$ cat config.mk
export PLATFORM = sky130hd
export DESIGN_NAME = pg_partition_ctrl
export DESIGN_NICKNAME = d
export VERILOG_FILES = /design/src/rtl/pg_pkg.sv /design/src/rtl/pg_toggle_seq.sv /design/src/rtl/pg_clamp_ctrl.sv /design/src/rtl/pg_partition_ctrl.sv
export SDC_FILE = /design/constraint.sdc
export NUM_CORES = 1
export LEC_CHECK = 0
export ABC_AREA = 1
export BUFFER_PORTS_ARGS = -buffer_cell sky130_fd_sc_hd__buf_2
export CAP_MARGIN = 5
export CORE_MARGIN = 2
export CORE_UTILIZATION = 50
export CTS_CLUSTER_DIAMETER = 50
export DETAILED_ROUTE_END_ITERATION = 10
export GPL_TIMING_DRIVEN = 0
export HOLD_SLACK_MARGIN = 0.02
export PLACE_DENSITY = 0.77
export SYNTH_ARGS = -nofsm -noshare
export SYNTH_HDL_FRONTEND = slang
export SYNTH_SLANG_ARGS = --single-unit
export TNS_END_PERCENT = 30
$ cat constraint.sdc
create_clock -name clk -period 3.85 [get_ports clk]
set_input_delay 0 -clock clk [delete_from_list [all_inputs] [get_ports clk]]
set_output_delay 0 -clock clk [all_outputs]
set_load 0.05 [all_outputs]
$ cat src/rtl/pg_pkg.sv
package pg_pkg;
  localparam int DATA_W    = 32;
  localparam int ID_W      = 5;
  localparam int START_BIT = 8;

  localparam int OFS_TOGGLE  = 0;
  localparam int OFS_PSTAT   = 1;
  localparam int OFS_UNCLAMP = 2;
  localparam int OFS_CSTAT   = 3;
  localparam int OFS_ERR     = 4;

  typedef enum logic [1:0] {
    SQ_IDLE,
    SQ_CLAMP,
    SQ_SETTLE,
    SQ_WAIT
  } seq_state_e;
endpackage

$ cat src/rtl/pg_toggle_seq.sv
module pg_toggle_seq
  import pg_pkg::*;
#(
  parameter int NUM_PART   = 32,
  parameter int SETTLE_CYC = 8
) (
  input  logic                clk,
  input  logic                rst,
  input  logic                start,
  input  logic [ID_W-1:0]     start_id,
  input  logic [NUM_PART-1:0] pwr_good,
  output logic                busy,
  output logic [ID_W-1:0]     cur_id,
  output logic [NUM_PART-1:0] pwr_en,
  output logic [NUM_PART-1:0] pwr_stat,
  output logic [NUM_PART-1:0] clamp_set
);
  localparam int CNT_W = $clog2(SETTLE_CYC + 1);

  seq_state_e        state;
  logic              dir_on;
  logic [CNT_W-1:0]  cnt;
  logic              id_ok;
  logic              accept;

  generate
    if (NUM_PART >= 32) begin : g_full
      assign id_ok = 1'b1;
    end else begin : g_part
      assign id_ok = (32'(start_id) < NUM_PART);
    end
  endgenerate

  assign busy   = (state != SQ_IDLE);
  assign accept = start && !busy && id_ok;

  // Clamp closes at the accepting edge of a power-down, ahead of the enable.
  always_comb begin
    clamp_set = '0;
    if (accept && pwr_stat[start_id])
      clamp_set = NUM_PART'(1) << start_id;
  end

  always_ff @(posedge clk) begin
    if (rst) begin
      state    <= SQ_IDLE;
      dir_on   <= 1'b0;
      cnt      <= '0;
      cur_id   <= '0;
      pwr_en   <= '0;
      pwr_stat <= '0;
    end else begin
      unique case (state)
        SQ_IDLE: if (accept) begin
          cur_id <= start_id;
          if (pwr_stat[start_id]) begin
            dir_on             <= 1'b0;
            pwr_stat[start_id] <= 1'b0;
            state              <= SQ_CLAMP;
          end else begin
            dir_on           <= 1'b1;
            pwr_en[start_id] <= 1'b1;
            cnt              <= CNT_W'(SETTLE_CYC - 1);
            state            <= SQ_SETTLE;
          end
        end
        SQ_CLAMP: begin
          pwr_en[cur_id] <= 1'b0;
          cnt            <= CNT_W'(SETTLE_CYC - 1);
          state          <= SQ_SETTLE;
        end
        SQ_SETTLE: begin
          if (cnt == '0) state <= SQ_WAIT;
          else           cnt   <= cnt - 1'b1;
        end
        SQ_WAIT: if (pwr_good[cur_id] == dir_on) begin
          pwr_stat[cur_id] <= dir_on;
          state            <= SQ_IDLE;
        end
        default: state <= SQ_IDLE;
      endcase
    end
  end
endmodule

$ cat src/rtl/pg_clamp_ctrl.sv
module pg_clamp_ctrl #(
  parameter int NUM_PART = 32
) (
  input  logic                clk,
  input  logic                rst,
  input  logic                cmd_we,
  input  logic [NUM_PART-1:0] cmd_mask,
  input  logic                err_clr,
  input  logic [NUM_PART-1:0] powered,
  input  logic [NUM_PART-1:0] clamp_set,
  output logic [NUM_PART-1:0] clamp,
  output logic [NUM_PART-1:0] pending,
  output logic                err
);
  generate
    for (genvar i = 0; i < NUM_PART; i++) begin : g_part
      always_ff @(posedge clk) begin
        if (rst) begin
          clamp[i]   <= 1'b1;
          pending[i] <= 1'b0;
        end else begin
          pending[i] <= cmd_we && cmd_mask[i] && powered[i];
          if (clamp_set[i])    clamp[i] <= 1'b1;
          else if (pending[i]) clamp[i] <= 1'b0;
        end
      end
    end
  endgenerate

  always_ff @(posedge clk) begin
    if (rst)                                   err <= 1'b0;
    else if (cmd_we && |(cmd_mask & ~powered)) err <= 1'b1;
    else if (err_clr)                          err <= 1'b0;
  end
endmodule

$ cat src/rtl/pg_partition_ctrl.sv
module pg_partition_ctrl
  import pg_pkg::*;
#(
  parameter int NUM_PART   = 32,
  parameter int SETTLE_CYC = 8,
  parameter int ADDR_W     = 4
) (
  input  logic                clk,
  input  logic                rst,
  input  logic [ADDR_W-1:0]   reg_addr,
  input  logic                reg_we,
  input  logic [DATA_W-1:0]   reg_wdata,
  output logic [DATA_W-1:0]   reg_rdata,
  output logic [NUM_PART-1:0] pwr_en,
  output logic [NUM_PART-1:0] clamp,
  input  logic [NUM_PART-1:0] pwr_good
);
  logic                tog_start;
  logic                tog_busy;
  logic [ID_W-1:0]     tog_id;
  logic [NUM_PART-1:0] pwr_stat;
  logic [NUM_PART-1:0] clamp_set;
  logic [NUM_PART-1:0] unclamp_pend;
  logic                unclamp_we;
  logic                err_clr;
  logic                err_flag;
  logic                unused_wdata;

  assign tog_start  = reg_we && (reg_addr == ADDR_W'(OFS_TOGGLE)) && reg_wdata[START_BIT];
  assign unclamp_we = reg_we && (reg_addr == ADDR_W'(OFS_UNCLAMP));
  assign err_clr    = reg_we && (reg_addr == ADDR_W'(OFS_ERR)) && reg_wdata[0];
  assign unused_wdata = ^reg_wdata;

  pg_toggle_seq #(
    .NUM_PART  (NUM_PART),
    .SETTLE_CYC(SETTLE_CYC)
  ) u_seq (
    .clk      (clk),
    .rst      (rst),
    .start    (tog_start),
    .start_id (reg_wdata[ID_W-1:0]),
    .pwr_good (pwr_good),
    .busy     (tog_busy),
    .cur_id   (tog_id),
    .pwr_en   (pwr_en),
    .pwr_stat (pwr_stat),
    .clamp_set(clamp_set)
  );

  pg_clamp_ctrl #(
    .NUM_PART(NUM_PART)
  ) u_clamp (
    .clk      (clk),
    .rst      (rst),
    .cmd_we   (unclamp_we),
    .cmd_mask (reg_wdata[NUM_PART-1:0]),
    .err_clr  (err_clr),
    .powered  (pwr_stat),
    .clamp_set(clamp_set),
    .clamp    (clamp),
    .pending  (unclamp_pend),
    .err      (err_flag)
  );

  always_comb begin
    reg_rdata = '0;
    if (reg_addr == ADDR_W'(OFS_TOGGLE)) begin
      reg_rdata[START_BIT]  = tog_busy;
      reg_rdata[ID_W-1:0]   = tog_id;
    end else if (reg_addr == ADDR_W'(OFS_PSTAT)) begin
      reg_rdata = DATA_W'(pwr_stat);
    end else if (reg_addr == ADDR_W'(OFS_UNCLAMP)) begin
      reg_rdata = DATA_W'(unclamp_pend);
    end else if (reg_addr == ADDR_W'(OFS_CSTAT)) begin
      reg_rdata = DATA_W'(clamp);
    end else if (reg_addr == ADDR_W'(OFS_ERR)) begin
      reg_rdata[0] = err_flag;
    end
  end
endmodule

After elaboration in Yosys (flattened, before gate mapping)
Cells that the tools add are included.
{"block": "op_classes", "add_sub_neg": 1, "n_lt_le_gt_ge": 4, "eq_ne": 14, "shifts": 1, "n_mux": 38, "bitwise_logic": 7, "reduce_logical": 121}
{"operator": "$mux 32", "n": 8}
{"operator": "$pmux 32 s2", "n": 2}
{"operator": "$and 32x32->32", "n": 3}
{"operator": "$not 32->32", "n": 3}
{"operator": "$logic_and 1x1->1", "n": 74}
{"operator": "$reduce_or 2->1", "n": 32}
{"operator": "$bwmux 32", "n": 1}
{"operator": "$or 32x32->32", "n": 1}
{"operator": "$reduce_or 32->1", "n": 1}
{"operator": "$shl 1x5->32 const A", "n": 1}
{"operator": "$mux 31", "n": 1}
{"operator": "$mux 23", "n": 1}
{"operator": "$lt 5x6->1 const B", "n": 2}
{"operator": "$mux 4", "n": 3}
{"operator": "$pmux 4 s3", "n": 1}
{"operator": "$bmux 1 s5", "n": 2}
{"operator": "$demux 1 s5", "n": 2}
{"operator": "$ge 5x1->1 const B", "n": 2}
{"operator": "$mux 1", "n": 10}
{"operator": "$eq 4x2->1 const B", "n": 2}
{"operator": "$logic_not 4->1", "n": 2}
{"operator": "$mux 2", "n": 4}
{"operator": "$ne 2x1->1 const B", "n": 4}
{"operator": "$pmux 2 s4", "n": 1}
{"operator": "16 further kinds", "n": 23}
{"block": "totals", "ff_bits": 141, "inputBits": 71, "out_inout_bits": 96, "word_cells": 257}

Depth between registers and ports, before layout
{"block": "logic_depth", "depth_word": 9, "mapped_depth": 18, "ltp_nobuf": 15}

By module
Synthesis repeated with hierarchy kept, for this count alone.
{"block": "hier_totals", "hier_cells": 1496, "area_unflattened_um2": 8808.4}
{"module": "pg_toggle_seq", "instances": 1, "cells_per_inst": 997, "area_per_inst_um2": 5688.0, "seq_area_each_um2": 1521.5}
{"module": "pg_clamp_ctrl", "instances": 1, "cells_per_inst": 330, "area_per_inst_um2": 2373.5, "seq_area_each_um2": 1301.2}
{"module": "pg_partition_ctrl", "instances": 1, "cells_per_inst": 169, "area_per_inst_um2": 747.0, "seq_area_each_um2": 0.0}

Worst setup path after synthesis
No wires, ideal clock.
{"block": "synth_timing", "kind": "in2out", "startpoint": "in reg_addr[2]", "endpoint": "out reg_rdata[23]", "arrival_ns": 1.890, "t_required_ns": 3.850, "path_slack_ns": 1.960, "path_stages": 7, "n_path_buf": 2, "path_cell_list": "nor2_1 -> inv_1 -> nor3_1 -> inv_1 -> clkbuf_1 -> buf_1 -> o221ai_1"}
{"block": "synth_between", "elab_chain_cells": 5, "word_cells_on_any_way": 8, "cone_classes": "eq/ne (3); mux (4); reduce/logical (1)"}
{"element": "from (decl)", "line_no": "pg_partition_ctrl.sv:10", "source": "input logic [ADDR_W-1:0] reg_addr,"}
{"element": "$eq 4x2->1", "line_no": "pg_partition_ctrl.sv:74", "source": "end else if (reg_addr == ADDR_W'(OFS_CSTAT)) begin"}
{"element": "$mux 31", "line_no": "pg_partition_ctrl.sv:74"}
{"element": "$mux 32", "line_no": "pg_partition_ctrl.sv:72", "source": "end else if (reg_addr == ADDR_W'(OFS_UNCLAMP)) begin"}
{"element": "$mux 32", "line_no": "pg_partition_ctrl.sv:70", "source": "end else if (reg_addr == ADDR_W'(OFS_PSTAT)) begin"}
{"element": "$mux 23 (*)", "line_no": "pg_partition_ctrl.sv:67", "source": "if (reg_addr == ADDR_W'(OFS_TOGGLE)) begin"}
{"element": "to (decl)", "line_no": "pg_partition_ctrl.sv:13", "source": "output logic [DATA_W-1:0] reg_rdata,"}
Mark *: on every way between the ends. The rest lies on a longest branch, timed or not.

Final worst setup path
{"block": "layout_timing", "startpoint": "in reg_addr[3]", "endpoint": "out reg_rdata[1]"}
{"block": "layout_between", "elab_chain_cells": 5, "word_cells_on_any_way": 8, "cone_classes": "eq/ne (3); mux (4); reduce/logical (1)"}
{"element": "$eq 4x2->1", "line_no": "pg_partition_ctrl.sv:74"}
{"element": "$mux 31", "line_no": "pg_partition_ctrl.sv:74"}
{"element": "$mux 32", "line_no": "pg_partition_ctrl.sv:72"}
{"element": "$mux 32", "line_no": "pg_partition_ctrl.sv:70"}
{"element": "$mux 5 (*)", "line_no": "pg_partition_ctrl.sv:67"}
Marks and branches as above.

==> flow_metrics.tcl <==
set metrics [dict create \
    dp_slack_ps 1410 \
    fin_crit_sh_pct 72.9 \
    hold_violations 0 \
    tightestPinTransition_ps 955 \
    cts_resized 0 \
    ant_nets 0 \
    wl_per_cell_microns 20.2 \
    async_flop_share_pct 0 \
    crit_fanout 10 \
    status "finished, final reports clean" \
    slew_headroom_pct 35.9 \
    final_cell_mix "nand2_1, inv_1, buf_2, dfxtp_1, nor2_1" \
    io_buffers 163 \
    std_cell_rows 47 \
    synthToLayoutAreaGrowth_pct 24.2 \
    grt_antenna_before_repair 0 \
    die_w_microns 134 \
    cts_tree "built" \
    max_freq_mhz 357 \
    dpl.hpwl_microns 28100 \
    dr_total_vias 10500 \
    grt_max_degree 17 \
    slew_viol_final 0 \
    yosysWarnings 0 \
    htreeDepth 4 \
    drc 0 \
    vias_per_cell 5.84 \
    cts_buffers 17 \
    fillers 1627 \
    cts.path.max_buffers 2 \
    dr.pass1.iters 6 \
    synth_compound_area_share_pct 17.3 \
    core_sq_um 16600 \
    clockRootBuffer "clkbuf_16" \
    critPathLaunchType "input pin" \
    rsz0062_at_grt "false" \
    yosys.area_share.simple_pct 34.8 \
    grtUsageTotal_pct 40.2 \
    syn_avg_cell_area_sq_um 6.23 \
    drive_gt1_share_pct 15.6 \
    drtIter0Drc 1280 \
    drt-total-wl_microns 36400 \
    powerDensity_nw_per_um2 430 \
    synthMuxAreaShare_pct 0 \
    die_y_microns 134 \
    synth_seq_cells 141 \
    hp-class "input pin to register" \
    period_minus_slack_ps 2810 \
    globalplace.congestion 0.999 \
    setup_ws_ps 1040 \
    critPathCaptureType "output port" \
    drv_cap 0 \
    io-pin-count 167 \
    initial_core_util_pct 51.0 \
    ctsHoldBuffers 33 \
    nets 1651 \
    clkLatencyLatePin_ps 430 \
    skew_ps 10.9 \
    p_leak_nw 4.48 \
    synth_edf_count 0 \
    synthXorXnorAreaFrac_pct 0.104 \
    n_antenna_cell 0 \
    grt_first_pass_wirelength_microns 54800 \
    worstPathRequired_ps 3850 \
    yosysSeqAreaShare_pct 33.4 \
    ys.flop_type "dfxtp_1" \
    cts_sinks 141 \
    synthAdderAreaFrac_pct 1.04 \
    setup_viol 0 \
    overflow 0 \
    cts.clk_slew.worst_paths_ps 70 \
    critPathKind "input pin to output port" \
    synth_cell_type_count 38 \
    ir_drop_uv 340 \
    post-cts-setup-buffers 0 \
    final_common_cell "nand2_1" \
    first_global_vias 9420 \
    netlist_area_sq_um 8460 \
    synth_top_family_by_area "simple AND/OR/NAND/NOR gates" \
    setup-tns-final_ps 0 \
    critPathArrivalTime_ps 2810 \
    totalPowerFinal_mw 4.52 \
    fp.dieArea_sq_um 18000 \
    synthesis.nets 1436 \
    synth_cells 1358 \
]
cell usage after synthesis (21+ instances only):
master	number	area share [%]
nand4_1	34	2.5
o221ai_1	26	2.7
o32ai_1	21	2.2
a21oi_1	97	5.7
nand2_1	391	17
inv_1	191	8.5
dfxtp_1	141	33
clkbuf_1	37	1.6
nand3_1	91	5.4
nor4_1	23	1.7
o21ai_0	54	3.2
nor2_1	138	6.1
path summary, 6_finish.rpt:
check,depth (start not counted),to,slack (ps),start
hold / removal,3,u_seq.cur_id[1]$_SDFFE_PP0P_,40,reg_wdata[1]
setup / recovery,9,reg_rdata[1],1040,reg_addr[3]
hold reg to reg,2,u_clamp.err$_SDFFE_PP0P_,480,u_clamp.err$_SDFFE_PP0P_
setup reg to reg,13,u_seq.pwr_stat[27]$_SDFFE_PP0P_,1340,u_seq.cur_id[4]$_SDFFE_PP0P_
cells by family after synthesis:
| family | after synthesis |
|---|---|
| AND/OR/NAND/NOR | 697 |
| buffers and inverters | 276 |
| AO/OA/AOI/OAI | 236 |
| flip-flops | 141 |
| adder cells (fa/ha/maj) | 7 |
| XOR/XNOR | 1 |
state kept, by name, indices dropped and copies added, names as in the netlist:
name,cells
u_clamp.err,1
u_clamp.clamp,32
u_seq.pwr_en,32
u_clamp.pending,32
u_seq.dir_on,1
u_seq.cur_id,5
u_seq.state,2
u_seq.pwr_stat,32
u_seq.cnt,4
critical path, stage by stage:
cell and delay, ps:
dlygate4sd3_1 530, buf_2 130, nor2_1 120, inv_1 90, nor3_1 740, clkbuf_1 590
a221oi_1 210, o21ai_0 120, buf_2 280
power breakdown:
group | leakage, nW | switching [mW] | total, mW | internal, mW
registers | 1.14 | 0.0700 | 1.60 | 1.53
logic | 3.04 | 0.788 | 1.14 | 0.354
clock network | 0.307 | 0.711 | 1.78 | 1.07
total | 4.48 | 1.57 | 4.52 | 2.95
through the flow:
step | cells | hold slack (ps) | util (%) | cell area, sq um
floorplan | 1358 | 136 | - | 8460
detailed placement | 1741 | 259 | 57.6 | 9550
global route | 1806 | 45.1 | 63.4 | 10500
CTS | 1806 | 21.7 | 63.4 | 10500
finish | 1806 | 35.9 | 63.4 | 10500
global placement | 1741 | 255 | 57.6 | 9550
layer usage:
metal / track usage, % / vias up / wire (microns)
met4: 15.1 / 0 / 1310
met1: 57.0 / 4837 / 15400
met3: 9.86 / 100 / 4670
met2: 59.1 / 714 / 15000
li1: - / 4892 / -
met5: 0 / - / 0
cell type report:
class                           instances  area (sq um)  area share [%]
Timing Repair Buffer                  196          1150            10.9
Tap cell                              220           275            2.62
Multi-Input combinational cell        941          4510            42.9
Inverter                              202           758            7.22
Clock inverter                         13           175            1.67
Clock buffer                           19           453            4.31
Sequential cell                       141          2820            26.9
Buffer                                 74           368            3.50
Note: power is estimated with default switching activity, not from simulation.
